[config.mk]
export PLATFORM = sky130hd
export DESIGN_NAME = hazard_unit
export DESIGN_NICKNAME = d
export VERILOG_FILES = /design/src/rtl/hz_pkg.sv /design/src/rtl/hz_match.sv /design/src/rtl/hz_control.sv /design/src/rtl/hazard_unit.sv
export SDC_FILE = /design/constraint.sdc
export NUM_CORES = 1
export LEC_CHECK = 0
export BUFFER_PORTS_ARGS = -buffer_cell sky130_fd_sc_hd__buf_2
export CORE_UTILIZATION = 40
export DETAILED_ROUTE_END_ITERATION = 6
export PLACE_DENSITY = 0.82
export RECOVER_POWER = 50
export SLEW_MARGIN = 15
export SYNTH_ARGS = -nofsm -noshare
export SYNTH_HDL_FRONTEND = slang
export SYNTH_HIERARCHICAL = 1
export SYNTH_SLANG_ARGS = --single-unit
[constraint.sdc]
create_clock -name vclk -period 2.1
set_clock_uncertainty 0.1 [all_clocks]
set_input_delay 0.21 -clock vclk [all_inputs]
set_output_delay 0.21 -clock vclk [all_outputs]
set_load 0.01 [all_outputs]
[src/rtl/hz_pkg.sv]
package hz_pkg;
  localparam int OPS = 2;

  typedef enum logic [1:0] {
    SEL_RF  = 2'b00,
    SEL_WB  = 2'b01,
    SEL_MEM = 2'b10
  } opSel_e;

  typedef struct packed {
    logic pcHold;
    logic ifidHold;
    logic idexBubble;
  } frontCtl_t;

  typedef struct packed {
    logic [OPS-1:0] memHit;
    logic [OPS-1:0] wbHit;
    logic [OPS-1:0] loadHit;
    logic [OPS-1:0] decHit;
  } hitVec_t;
endpackage

[src/rtl/hz_match.sv]
module hz_match
  import hz_pkg::*;
#(
  parameter int IDXW = 5
) (
  input  logic [OPS-1:0][IDXW-1:0] exSrc,
  input  logic [OPS-1:0][IDXW-1:0] idSrc,
  input  logic [IDXW-1:0]          exDst,
  input  logic                     exWe,
  input  logic                     exLoad,
  input  logic [IDXW-1:0]          memDst,
  input  logic                     memWe,
  input  logic                     memLoad,
  input  logic [IDXW-1:0]          wbDst,
  input  logic                     wbWe,
  output hitVec_t                  hits
);
  localparam logic [IDXW-1:0] ZERO_REG = '0;

  logic exLoadLive, memAluLive, wbLive;
  logic [OPS-1:0] memHitV, wbHitV, loadHitV, decHitV;

  // a producer only counts when it really writes a real register
  assign exLoadLive = exWe && exLoad && (exDst != ZERO_REG);
  assign memAluLive = memWe && !memLoad && (memDst != ZERO_REG);
  assign wbLive     = wbWe && (wbDst != ZERO_REG);

  for (genvar g = 0; g < OPS; g++) begin : g_cmp
    assign memHitV[g]  = memAluLive && (memDst == exSrc[g]);
    assign wbHitV[g]   = wbLive && (wbDst == exSrc[g]);
    assign loadHitV[g] = exLoadLive && (exDst == idSrc[g]);
    assign decHitV[g]  = wbLive && (wbDst == idSrc[g]);
  end

  assign hits = '{memHit: memHitV, wbHit: wbHitV, loadHit: loadHitV, decHit: decHitV};
endmodule

[src/rtl/hz_control.sv]
module hz_control
  import hz_pkg::*;
(
  input  hitVec_t            hits,
  output logic [OPS-1:0][1:0] selCode,
  output logic [OPS-1:0]     decByp,
  output frontCtl_t          ctl
);
  logic stallNow;

  for (genvar g = 0; g < OPS; g++) begin : g_sel
    opSel_e pick;
    always_comb begin
      if (hits.memHit[g])     pick = SEL_MEM;
      else if (hits.wbHit[g]) pick = SEL_WB;
      else                    pick = SEL_RF;
    end
    assign selCode[g] = pick;
  end

  assign decByp   = hits.decHit;
  assign stallNow = |hits.loadHit;

  always_comb begin
    ctl.pcHold     = stallNow;
    ctl.ifidHold   = stallNow;
    ctl.idexBubble = stallNow;
  end
endmodule

[src/rtl/hazard_unit.sv]
module hazard_unit
  import hz_pkg::*;
#(
  parameter  int REG_COUNT = 32,
  localparam int IDXW      = $clog2(REG_COUNT)
) (
  input  logic [IDXW-1:0] idRs1,
  input  logic [IDXW-1:0] idRs2,
  input  logic [IDXW-1:0] exRs1,
  input  logic [IDXW-1:0] exRs2,
  input  logic [IDXW-1:0] exRd,
  input  logic            exWe,
  input  logic            exLoad,
  input  logic [IDXW-1:0] memRd,
  input  logic            memWe,
  input  logic            memLoad,
  input  logic [IDXW-1:0] wbRd,
  input  logic            wbWe,
  output logic [1:0]      fwdA,
  output logic [1:0]      fwdB,
  output logic            decBypA,
  output logic            decBypB,
  output logic            pcHold,
  output logic            ifidHold,
  output logic            idexBubble
);
  hitVec_t              hits;
  logic [OPS-1:0][1:0]  selCode;
  logic [OPS-1:0]       decByp;
  frontCtl_t            ctl;

  hz_match #(.IDXW(IDXW)) i_match (
    .exSrc  ({exRs2, exRs1}),
    .idSrc  ({idRs2, idRs1}),
    .exDst  (exRd),
    .exWe   (exWe),
    .exLoad (exLoad),
    .memDst (memRd),
    .memWe  (memWe),
    .memLoad(memLoad),
    .wbDst  (wbRd),
    .wbWe   (wbWe),
    .hits   (hits)
  );

  hz_control i_ctrl (
    .hits   (hits),
    .selCode(selCode),
    .decByp (decByp),
    .ctl    (ctl)
  );

  assign fwdA       = selCode[0];
  assign fwdB       = selCode[1];
  assign decBypA    = decByp[0];
  assign decBypB    = decByp[1];
  assign pcHold     = ctl.pcHold;
  assign ifidHold   = ctl.ifidHold;
  assign idexBubble = ctl.idexBubble;
endmodule

==> flow_metrics.tcl <==
set metrics [dict create \
    status "finished clean" \
    seq_area_um2 0 \
    relSlewSlack_pct 74.01 \
    die_area_um2 1670 \
    synth_warnings 6 \
    finalCritPeriodShare_pct 88.59 \
    synth_top_area_cell "xnor2_1" \
    numPortBuffers 49 \
    intPower_mw 0.07871 \
    cts_hold_buffers 0 \
    fmax_mhz 537.5 \
    syn-instance-count 78 \
    critical_path_arrival_ps 1550 \
    path_common_cell "buf_2" \
    cap_violations 0 \
    setup_slack_ps 239.7 \
    postCtsSetupBuffers 0 \
    worstPathCellList "buf_2, or4_1, o211ai_1, nor4_1, or2_1, buf_2" \
    grt_pass1_wl_mm 2.311 \
    drc 0 \
    initial_core_util_pct 44.76 \
    syn_to_final_growth_pct 28.78 \
    hp-class "input pin to output port" \
    routed_wl_mm 1.475 \
    dieHeight_um 40.87 \
    ys_types 14 \
    core_um2 1350 \
    p_seq_share_pct 0 \
    placed_cells 130 \
    wire_per_inst_um 11.35 \
    critPathLaunchType "input pin" \
    clkbuf_count 0 \
    die_x_um 40.87 \
    crit_family "simple AND/OR/NAND/NOR gates" \
    grt_usage_pct 19.75 \
    syn_area_um2 604.3 \
    ant_nets 0 \
    slowest_stage "or4_1" \
    final_common_cell "buf_2" \
    rsz0062_at_grt "no" \
    io_pins 49 \
    viasPerCell 4.962 \
    p_clk_share_pct 0 \
    firstDrtPassIters 4 \
    syn_nets 118 \
    grt_pass1_vias 549 \
    layout.cells.non_filler 130 \
    synth_top_area_share_pct 34.78 \
    seq_area_frac_synth_pct 0 \
    cts_resized 0 \
    p_leak_nw 0.3492 \
    multi_input_area_um2 516.7 \
    place_hpwl_mm 1.358 \
    cp_max_fo 3 \
    fillers 128 \
    path_buf_inv 2 \
    syn_avg_cell_area_um2 7.748 \
    final_cell_mix "buf_2 (47), xnor2_1 (24), xor2_1 (16)" \
    finalSetupTns_ps 0 \
    drt_iter0_markers 19 \
    finalCriticalPeriod_ps 1860 \
    hold_path_end "decBypB" \
    synth_top_cells_by_area "xnor2_1 (35%), xor2_1 (23%), buf_4 (8.7%)" \
    nets 157 \
    ir_drop_mv 0.09886 \
    overflow 0 \
    powerDensity_nw_per_um2 194.3 \
    num_rows 13 \
    pre_cts_slack_ps 237.4 \
    netSwitchingFraction_pct 47.95 \
    gp_congestion 0.8584 \
    report.final.slew_viol_count 0 \
    p_switching_mw 0.07251 \
    grt_max_degree 6 \
    hold_depth 4 \
    cp_slowest_stage_delay_ps 530 \
    crit_path_end_kind "output port" \
    hp-start "wbWe" \
    drive_gt1_share_pct 41.74 \
    diodes 0 \
    seq_cells 0 \
    cp_data_required_time_ps 1790 \
    pwr-share-comb_pct 100.0 \
    hold_viol 0 \
    num_vias 645 \
    worstMarginPinSlew_ps 386.3 \
    crit_type "input pin to output port" \
    setup_viol 0 \
    antenna_found_initial 0 \
]
==> synthesized netlist by cell type <==
library cell and number:
buf_6 1, nor4_1 8, nand3_1 8, o211ai_1 1, buf_2 4, or4_4 1, or2_1 1, or4_1 2
xnor2_1 24, o21ai_4 1, nor2b_1 3, xor2_1 16, buf_4 7, o21ai_0 1
==> layout make-up <==
| type | instances | share of cell area, % |
|---|---|---|
| multi-input combinational | 66 | 66.40 |
| timing repair buffer | 49 | 31.19 |
| tap | 15 | 2.412 |
==> per-stage QoR <==
step | hold WS [ps] | total power, mW | util (%) | instance area, um^2
2_1_floorplan | 543.5 | 0.09102 | - | 604.3
3_3_place_gp | 679.6 | 0.1478 | 58.11 | 784.5
3_5_place_dp | 683.5 | 0.1515 | 58.11 | 784.5
4_1_cts | 685.5 | 0.1521 | 58.11 | 784.5
5_1_grt | 711.6 | 0.1669 | 57.65 | 778.2
6_report | 681.0 | 0.1512 | 57.65 | 778.2
==> routing by layer <==
layer  vias to the layer above  part of all wire, %  global-route usage (%)
li1                        336                    -                       -
met4                         0                 0.47                   1.667
met1                       290                   42                   28.21
met2                        17                   53                   33.59
met3                         2                  4.8                  0.5435
met5                         -                    0                       0
==> power groups by stage <==
stage | Sequential, mW | Combinational [mW] | Clock [mW]
floorplan | 0 | 0.0910 | 0
global placement | 0 | 0.148 | 0
detailed placement | 0 | 0.152 | 0
CTS | 0 | 0.152 | 0
global route | 0 | 0.167 | 0
finish | 0 | 0.151 | 0
==> cells by family (layout without fill, tap and decap cells) <==
family | Yosys count | in the layout | share of synthesized area, %
compound gates | 3 | 3 | 4.762
simple gates | 23 | 23 | 23.40
xor+xnor | 40 | 40 | 57.97
buf+inv | 12 | 49 | 13.87
==> worst max path at each step <==
stage / start / to / slack [ps] / depth (start not counted)
finish: exRd[1] / idexBubble / 240 / 6
global route: exRd[1] / ifidHold / 150 / 6
CTS: exRd[1] / idexBubble / 240 / 6
detailed placement: exRd[1] / idexBubble / 240 / 6
global placement: exRd[1] / ifidHold / 280 / 6
floorplan: exRd[1] / idexBubble / 420 / 5
Note: power is estimated with default switching activity, not from simulation.
